[config.mk]
export PLATFORM = sky130hd
export DESIGN_NAME = cfg_req_fmt
export DESIGN_NICKNAME = d
export VERILOG_FILES = /design/src/rtl/cfgtlp_pkg.sv /design/src/rtl/cfg_hdr_build.sv /design/src/rtl/cfg_beat_seq.sv /design/src/rtl/cfg_root_track.sv /design/src/rtl/cfg_req_fmt.sv
export SDC_FILE = /design/constraint.sdc
export NUM_CORES = 1
export LEC_CHECK = 0
export ABC_AREA = 1
export BUFFER_PORTS_ARGS = -buffer_cell sky130_fd_sc_hd__buf_2
export CAP_MARGIN = 20
export CORE_MARGIN = 4
export CORE_UTILIZATION = 50
export DETAILED_ROUTE_END_ITERATION = 16
export PLACE_DENSITY_LB_ADDON = 0.25
export SLEW_MARGIN = 20
export SYNTH_ARGS = -nofsm -noshare
export SYNTH_HDL_FRONTEND = slang
export SYNTH_HIERARCHICAL = 1
export SYNTH_SLANG_ARGS = --single-unit
export TNS_END_PERCENT = 5
[constraint.sdc]
create_clock -name clk -period 1.4 [get_ports clk]
set_input_delay 0.28 -clock clk [delete_from_list [all_inputs] [get_ports clk]]
set_output_delay 0.28 -clock clk [all_outputs]
set_load 0.02 [all_outputs]
[src/rtl/cfgtlp_pkg.sv]
package cfgtlp_pkg;

  // Format/type codes: bit 6 = carries payload, bit 0 = forwarded form.
  localparam logic [7:0] FT_RD_LOCAL = 8'h04;
  localparam logic [7:0] FT_WR_LOCAL = 8'h44;
  localparam logic [7:0] FT_RD_FWD   = 8'h05;
  localparam logic [7:0] FT_WR_FWD   = 8'h45;

  localparam logic [7:0] TAG_RD = 8'h1D;
  localparam logic [7:0] TAG_WR = 8'h10;

  // Access size codes on the request port.
  localparam logic [1:0] SZ_ONE = 2'd0;
  localparam logic [1:0] SZ_TWO = 2'd1;

  typedef struct packed {
    logic [31:0] dw0;
    logic [31:0] dw1;
    logic [31:0] dw2;
    logic [31:0] pay;
    logic        long_form;  // payload gets its own beat
  } pkt_t;

  typedef enum logic [1:0] {
    ST_IDLE = 2'd0,
    ST_HEAD = 2'd1,
    ST_MID  = 2'd2,
    ST_LAST = 2'd3
  } beat_st_t;

endpackage

[src/rtl/cfg_hdr_build.sv]
module cfg_hdr_build
  import cfgtlp_pkg::*;
#(
  parameter int ADDR_W   = 12,
  parameter int PRI_OFFS = 'h18
) (
  input  logic              write,
  input  logic [7:0]        bus,
  input  logic [7:0]        devfn,
  input  logic [ADDR_W-1:0] addr,
  input  logic [1:0]        size,
  input  logic [31:0]       wdata,
  input  logic [7:0]        root_bus,
  output pkt_t              pkt,
  output logic              root_hit,
  output logic [7:0]        root_val
);
  localparam int                OFF_W    = 16;
  localparam int                DW_IDX_W = ADDR_W - 2;
  localparam logic [ADDR_W-1:0] PRI_ADDR = ADDR_W'(PRI_OFFS);

  logic [1:0]  lane;
  logic [4:0]  shamt;
  logic [3:0]  be;
  logic [31:0] lane_data;
  logic [OFF_W-1:0] dw_off;
  logic        local_bus;
  logic [7:0]  fmt;

  assign lane  = addr[1:0];
  assign shamt = {lane, 3'b000};
  assign local_bus = (bus == root_bus);

  always_comb begin
    case (size)
      SZ_ONE: begin
        be        = 4'b0001 << lane;
        lane_data = {24'h0, wdata[7:0]} << shamt;
      end
      SZ_TWO: begin
        be        = 4'b0011 << lane;
        lane_data = {16'h0, wdata[15:0]} << shamt;
      end
      default: begin
        be        = 4'b1111;
        lane_data = wdata;
      end
    endcase
  end

  always_comb begin
    dw_off = '0;
    dw_off[ADDR_W-1:2] = addr[ADDR_W-1:2];
  end

  always_comb begin
    if (write) fmt = local_bus ? FT_WR_LOCAL : FT_WR_FWD;
    else       fmt = local_bus ? FT_RD_LOCAL : FT_RD_FWD;
  end

  always_comb begin
    pkt.dw0       = {fmt, 14'h0, 10'd1};
    pkt.dw1       = {root_bus, 8'h00, (write ? TAG_WR : TAG_RD), 4'h0, be};
    pkt.dw2       = {bus, devfn, dw_off};
    pkt.pay       = write ? lane_data : 32'h0;
    pkt.long_form = write && (addr[2:0] == 3'b000);
  end

  assign root_hit = write && local_bus && (devfn == 8'h00) &&
                    (addr[ADDR_W-1:2] == PRI_ADDR[ADDR_W-1:2]);
  assign root_val = lane_data[7:0];

  // Parameter sanity: offset field of dword 2 is 16 bits wide.
  if (DW_IDX_W < 1 || ADDR_W > OFF_W) begin : g_bad_addr_w
    initial $error("cfg_hdr_build: ADDR_W out of range");
  end

endmodule

[src/rtl/cfg_beat_seq.sv]
module cfg_beat_seq
  import cfgtlp_pkg::*;
(
  input  logic        clk,
  input  logic        rst_n,
  input  logic        start,
  input  pkt_t        pkt_in,
  input  logic        tx_ready,
  output logic        tx_valid,
  output logic [63:0] tx_data,
  output logic        tx_sop,
  output logic        tx_eop,
  output logic        busy
);
  beat_st_t st;
  pkt_t     q;

  always_ff @(posedge clk) begin
    if (!rst_n) begin
      st <= ST_IDLE;
      q  <= '0;
    end else begin
      case (st)
        ST_IDLE: if (start) begin
          q  <= pkt_in;
          st <= ST_HEAD;
        end
        ST_HEAD: if (tx_ready) st <= q.long_form ? ST_MID : ST_LAST;
        ST_MID:  if (tx_ready) st <= ST_LAST;
        default: if (tx_ready) st <= ST_IDLE;
      endcase
    end
  end

  assign busy     = (st != ST_IDLE);
  assign tx_valid = busy;

  always_comb begin
    tx_sop  = 1'b0;
    tx_eop  = 1'b0;
    tx_data = '0;
    case (st)
      ST_HEAD: begin
        tx_data = {q.dw1, q.dw0};
        tx_sop  = 1'b1;
      end
      ST_MID:  tx_data = {32'h0, q.dw2};
      ST_LAST: begin
        tx_data = q.long_form ? {32'h0, q.pay} : {q.pay, q.dw2};
        tx_eop  = 1'b1;
      end
      default: ;
    endcase
  end

  AST_BEAT_HOLD: assert property (@(posedge clk) disable iff (!rst_n)
    tx_valid && !tx_ready |=> tx_valid && $stable(tx_data) && $stable(tx_sop) && $stable(tx_eop));
  AST_FLAGS_EXCL: assert property (@(posedge clk) disable iff (!rst_n)
    !(tx_sop && tx_eop));
  AST_START_SOP: assert property (@(posedge clk) disable iff (!rst_n)
    start && !busy |=> tx_valid && tx_sop);
  AST_IDLE_AFTER_EOP: assert property (@(posedge clk) disable iff (!rst_n)
    tx_valid && tx_ready && tx_eop |=> !busy);

endmodule

[src/rtl/cfg_root_track.sv]
module cfg_root_track #(
  parameter logic [7:0] ROOT_BUS_INIT = 8'h00
) (
  input  logic       clk,
  input  logic       rst_n,
  input  logic       capture,
  input  logic       hit,
  input  logic [7:0] val,
  input  logic       cpl_valid,
  input  logic       cpl_ok,
  output logic [7:0] root_bus
);
  logic       pend_hit;
  logic [7:0] pend_val;

  always_ff @(posedge clk) begin
    if (!rst_n) begin
      root_bus <= ROOT_BUS_INIT;
      pend_hit <= 1'b0;
      pend_val <= '0;
    end else begin
      if (cpl_valid) begin
        if (pend_hit && cpl_ok) root_bus <= pend_val;
        pend_hit <= 1'b0;
      end
      if (capture) begin
        pend_hit <= hit;
        pend_val <= val;
      end
    end
  end

  AST_ROOT_NEEDS_OK: assert property (@(posedge clk) disable iff (!rst_n)
    !(cpl_valid && cpl_ok) |=> $stable(root_bus));

endmodule

[src/rtl/cfg_req_fmt.sv]
module cfg_req_fmt
  import cfgtlp_pkg::*;
#(
  parameter int         ADDR_W        = 12,
  parameter int         PRI_OFFS      = 'h18,
  parameter logic [7:0] ROOT_BUS_INIT = 8'h00
) (
  input  logic              clk,
  input  logic              rst_n,
  input  logic              req_valid,
  output logic              req_ready,
  input  logic              req_write,
  input  logic [7:0]        req_bus,
  input  logic [7:0]        req_devfn,
  input  logic [ADDR_W-1:0] req_addr,
  input  logic [1:0]        req_size,
  input  logic [31:0]       req_wdata,
  output logic              tx_valid,
  input  logic              tx_ready,
  output logic [63:0]       tx_data,
  output logic              tx_sop,
  output logic              tx_eop,
  output logic              busy,
  input  logic              cpl_valid,
  input  logic              cpl_ok,
  output logic [7:0]        root_bus
);
  pkt_t       pkt;
  logic       hit;
  logic [7:0] hit_val;
  logic       accept;

  assign req_ready = !busy;
  assign accept    = req_valid && req_ready;

  cfg_hdr_build #(.ADDR_W(ADDR_W), .PRI_OFFS(PRI_OFFS)) u_build (
    .write    (req_write),
    .bus      (req_bus),
    .devfn    (req_devfn),
    .addr     (req_addr),
    .size     (req_size),
    .wdata    (req_wdata),
    .root_bus (root_bus),
    .pkt      (pkt),
    .root_hit (hit),
    .root_val (hit_val)
  );

  cfg_beat_seq u_seq (
    .clk      (clk),
    .rst_n    (rst_n),
    .start    (accept),
    .pkt_in   (pkt),
    .tx_ready (tx_ready),
    .tx_valid (tx_valid),
    .tx_data  (tx_data),
    .tx_sop   (tx_sop),
    .tx_eop   (tx_eop),
    .busy     (busy)
  );

  cfg_root_track #(.ROOT_BUS_INIT(ROOT_BUS_INIT)) u_root (
    .clk       (clk),
    .rst_n     (rst_n),
    .capture   (accept),
    .hit       (hit),
    .val       (hit_val),
    .cpl_valid (cpl_valid),
    .cpl_ok    (cpl_ok),
    .root_bus  (root_bus)
  );

  AST_ACCEPT_BUSY: assert property (@(posedge clk) disable iff (!rst_n)
    req_valid && req_ready |=> busy && !req_ready);
  AST_FIRST_BEAT_FMT: assert property (@(posedge clk) disable iff (!rst_n)
    tx_valid && tx_sop |-> tx_data[23:0] == 24'h1 && tx_data[39:36] == 4'h0);

endmodule

**Yosys cells after proc, flatten, opt, wreduce, memory -nomap -nowiden**

Index checks and enable logic that the tools add are counted.

- Logic and storage cells: 58
- Bits of input ports: 69
- Output and inout port bits: 77
- Flip-flop bits (word level): 107

- Equality and inequality tests: 9
- Muxes and demuxes: 19
- Reductions and logical operators: 17
- Shifts and indexed selects: 4

Operators with widths:

| kind | number |
|---|---|
| 64-bit one-hot mux with 3 select lines | 1 |
| 64-bit 2-to-1 mux | 1 |
| 32-bit one-hot mux with 2 select lines | 1 |
| 32-bit 2-to-1 mux | 1 |
| 16-bit by 5-bit left shift with 32-bit output | 1 |
| 8-bit by 5-bit left shift with 32-bit output | 1 |
| 10-bit by 3-bit equality test with 1-bit output, second input constant | 1 |
| 8-bit equality test | 1 |
| 8-bit logical NOT | 1 |
| 2-bit 2-to-1 mux | 4 |
| 8-bit 2-to-1 mux | 1 |
| 4-bit one-hot mux with 2 select lines | 1 |
| 1-bit 2-to-1 mux | 7 |
| 1-bit logical AND | 6 |
| 2-bit != test, second input constant | 3 |
| 2-bit one-hot mux with 3 select lines | 1 |
| 2-bit nonzero test | 3 |
| 2-bit by 1-bit equality test with 1-bit output, second input constant | 2 |
| 2-bit equality test, second input constant | 2 |
| 2-bit logical NOT | 2 |
| 4-bit 2-to-1 mux | 1 |
| 2-bit AND reduction | 2 |
| 4-bit AND reduction | 1 |
| 1-bit by 2-bit left shift with 4-bit output, first input constant | 1 |
| other kinds (3) | 3 |

**Logic depth before layout (Yosys ltp)**

- Word-level depth: 5
- Mapped depth: 11
- Mapped depth without buffers: 10

**Hierarchy**

Netlist, hierarchy kept.

Modules (own cells, without submodules):

| module | seq. area each (sq um) | area an instance (sq um) | instances | cells each |
|---|---|---|---|---|
| cfg_beat_seq | 2622.5 | 5871.9 | 1 | 876 |
| cfg_hdr_build | 0.0 | 1750.4 | 1 | 306 |
| cfg_root_track | 340.3 | 658.1 | 1 | 90 |
| cfg_req_fmt | 0.0 | 13.8 | 1 | 3 |

**Worst setup path before layout**

No wires, ideal clock.

- Path kind: register -> output
- From: reg u_seq.st[1]
- To: out tx_data[16]
- Cell stages (with the launch flop): 9
- Path slack: -0.433 ns
- Data arrival time: 1.553 ns
- Required time: 1.120 ns
- Buffers on the path: 2
- Cells stage by stage: dfxtp_1 inv_1 ha_1 buf_2 buf_2 nand2_1 nand2_1 a21oi_1 nor2_1

- Word-level cells in the longest chain between the ends: 2
- Elaborated cells on any way between the ends: 4
- Those cells by class: 3 x eq/ne; 1 x mux

RTL lines:

| item | line | RTL |
|---|---|---|
| start, declared | cfg_beat_seq.sv:15 | `beat_st_t st;` |
| start signal, assigned | cfg_beat_seq.sv:28 | `ST_HEAD: if (tx_ready) st <= q.long_form ? ST_MID : ST_LAST;` |
| 2-bit equality test or 2-bit by 1-bit equality test with 1-bit output (tied branches) | cfg_beat_seq.sv:42 | `case (st)` |
| 64-bit one-hot mux with 3 select lines * | cfg_beat_seq.sv:42 |  |
| end, declared | cfg_req_fmt.sv:20 | `output logic [63:0] tx_data,` |

Every way passes the cells marked *; elsewhere a longest branch is shown, timed or not.

**Worst setup path after layout**

- From: reg u_seq.st[1]
- To: out tx_data[55]

Same word-level chain as after synthesis.

==> flow_summary.yaml <==
detailed_routing:
  highest-signal-layer: "met4"
  dr.pass1.iters: 5
  route.detailed.wl_per_inst_um: 15.3
  routed_wirelength_mm: 24.8
  wl_met1_mm: 11.0
  routed-wl-met2_mm: 11.6
  vias: 8360
  detailroute.wirelength.met3_mm: 1.68
  drt_drc_violations_left: 0
  route.detailed.vias_per_inst: 5.15
  route.antenna.remaining_nets: 0
  detailedRoute.firstIterationViolations: 776
grt:
  grt_use_total_pct: 26.5
  largest_net_degree_at_the_start_of_global_routing: 58
  grt_antenna_before_repair: 0
  number_of_global_route_vias_before_repair: 7581
  grt_pass1_wl_mm: 38.8
  overflow: 0
worst_setup_path:
  worstSetupPathType: "reg2out"
  crit_arrival_ns: 1.79
  ff2ff_setup_slack_ns: -0.25
  worst_setup_path_start_kind: "flip-flop"
  reg2reg_depth: 10
  regToRegEndpoint: "u_seq/st[1]"
  crit_path_end_kind: "primary output"
  max_fanout_on_critical_path: 26
  required_time_worst_endpoint_ns: 1.12
  worst_r2r_startpoint: "u_seq/st[1]"
clock_tree:
  cts.sinks: 148
  cts_tree: "built"
  clk_transition_reported_paths_ns: 0.06
  tritoncts_buffer_count: 17
  clock_insertion_delay_worst_skew_ns: 0.42
  max-clock-path-buffers: 2
  clk_root_buffer_cell: "clkbuf_16"
  htree_num_levels: 4
synthesis:
  number_of_storage_elements_in_the_synthesis_netlist: 148
  post_synth_main_area_contributors: "dfxtp_1 36%, nor2_1 16%, nand2_1 9.4%"
  synth_ff_type: "dfxtp_1"
  post_synth.cell_area_avg_um2: 6.51
  synth.yosys.seq_area_share_pct: 35.7
  synth_most_common_cell: "nor2_1"
  synth-edff-count: 0
  syn-cell-area_um2: 8290
  ys_async_sr_fraction_pct: 0
  netlist.area_leader.share_pct: 35.7
  synth.largest_area_cell: "dfxtp_1"
  synth.cells.most_frequent: "346 x nor2_1, 208 x nand2_1, 148 x dfxtp_1, 148 x o21ai_0, 101 x buf_4"
  synth_cells: 1275
  synth.yosys.warnings: 6
  netlist-cell-type-count: 29
die:
  core_um2: 16100
  rows: 46
  die_height_um: 137
  top_level_ports: 146
  floorplan.initialDensity_pct: 51.7
  die_width_um: 137
  die_area_um2: 18700
power:
  sw_frac_of_total_pct: 42.8
  power_report.internal_total_mw: 12.4
  leakagePower_nw: 4.65
  clockPowerShare_pct: 20.7
  power_per_standard_cell_area_nw_per_um2: 2020
  p_sw_mw: 9.25
  power.combinational.fraction_pct: 47.8
  worst_ir_drop_vdd_v: 0.00149
  power_frac_seq_pct: 31.5
placed_design:
  numPlacedInstances: 1590
  placement.io_buffers: 145
  dpl.hpwl_mm: 17.8
  gp_congestion: 0.909
  preCtsSetupSlack_ns: -0.278
sta:
  post-route-min-period_ns: 2.07
  final_max_slew_viol_count: 0
  hold_viol_final: 0
  largest_clock_skew_in_the_final_design_ns: 0.00823
  period_share_pct: 148
  setup_slack_ns: -0.673
  grt_setup_unrepaired: "true"
  setup_viol_count_final: 198
  max_freq_mhz: 482
job:
  cap_violations: 0
status:
  failing_checks: "setup timing"
  outcome: "finished, violations left"
hold_path:
  hold-path-cell-count: 3
  hp-class: "in2reg"
  hold_path.startpoint: "req_devfn[3]"
  min_delay_worst_endpoint: "u_seq/q[52]"
final_layout:
  synthToLayoutAreaGrowth_pct: 29.2
  finish.cell_count_without_fillers: 1624
  diode_count: 0
  post_route_cells_drive_above_1_share_pct: 30.4
  fin_nets: 1469
  final_core_util_pct: 66.7
-- cells by family after synthesis --
group / count (synthesis) / synth area share [%]
DFF: 148 / 35.7
and+or+nand+nor: 658 / 32.4
adders and majority gates: 5 / 0.754
xor gates and xnor gates: 5 / 0.528
other: 2 / 0.0905
AOI/OAI and AO/OA: 241 / 14.8
buffers and inverters: 216 / 15.6
-- worst max-delay path, stage by stage (launching register included) --
cell	delay, ns
dfxtp_4	0.41
inv_4	0.07
ha_4	0.16
buf_4	0.16
buf_12	0.18
a21oi_2	0.19
buf_4	0.17
-- power groups by stage --
stage / Clock, mW / Combinational, mW / Sequential, mW
after floorplan: 0 / 6.86 / 6.47
after global placement: 0 / 9.07 / 6.72
after detailed placement: 0 / 9.21 / 6.76
after CTS: 4.51 / 9.78 / 6.74
after global routing: 4.71 / 11.3 / 6.93
final: 4.47 / 10.3 / 6.80
-- cell usage in the layout, fill, tap and decap left out, types with 4 or more instances in the layout --
master and instances:
nand2_1 178, nand3_1 75, o21ai_1 45, nor3_1 9, xnor2_1 5, buf_8 4, nor2_1 316, nand3_2 7
a21oi_1 25, inv_1 27, nor2_2 24, ha_4 4, buf_2 88, a21oi_2 54, buf_6 21, nand2_2 30
o21ai_2 7, o21ai_0 96, dfxtp_1 144, a21oi_4 12, nor2_4 9, conb_1 53, inv_2 8, clkbuf_16 19
buf_12 21, buf_4 93, clkinv_2 4
-- layer usage --
| metal | vias up | global-route usage (%) |
|---|---|---|
| met2 | 305 | 42.4 |
| li1 | 4179 | - |
| met4 | 0 | 9.26 |
| met5 | - | 0 |
| met3 | 42 | 5.51 |
| met1 | 3834 | 35.5 |
-- how the worst max path moves through the flow --
stage | to | slack [ns] | start | depth (start not counted)
2_1_floorplan | u_seq/q[35] | -0.25 | u_seq/st[0] | 9
3_3_place_gp | tx_data[62] | -0.24 | u_seq/st[0] | 6
3_5_place_dp | tx_data[1] | -0.28 | u_seq/st[0] | 8
4_1_cts | tx_data[22] | -0.65 | u_seq/st[0] | 8
5_1_grt | tx_data[30] | -0.72 | u_seq/st[0] | 8
6_report | tx_data[55] | -0.67 | u_seq/st[1] | 6
-- metrics by stage --
| stage | total power [mW] | TNS (ns) | hold WS [ns] | area (µm²) |
|---|---|---|---|---|
| floorplan | 13.3 | -37.78 | 0.416 | 8970 |
| global placement | 15.8 | -29.28 | 0.461 | 9610 |
| detailed placement | 16.0 | -34.82 | 0.470 | 9610 |
| CTS | 21.0 | -49.25 | 0.119 | 10500 |
| global route | 22.9 | -65.64 | 0.124 | 10700 |
| finish | 21.6 | -50.67 | 0.122 | 10700 |
-- cell type report --
cell class,instances,area [µm²]
clock buffers,21,482
well taps,216,270
multi-input cells,962,4860
repair buffers,228,1880
flip-flops and latches,148,2970
clock inverters,11,98.8
fillers,1363,5340
inverters,38,155
-- flip-flops by register name (all words and copies together) (netlist names) --
register         count
u_root/pend_val      8
u_root/pend_hit      1
u_seq/st             2
u_root/root_bus      8
u_seq/q            129
-- repair_timing --
| action | in CTS | in global routing |
|---|---|---|
| buffers inserted | 0 | 1 |
| endpoints found under the setup margin | 210 | 209 |
| pin swaps | 7 | 10 |
| hold buffers | 0 | 0 |
| resized for setup | 122 | 80 |
| cloned | 0 | 1 |
Power figures use the tool's default switching activity.
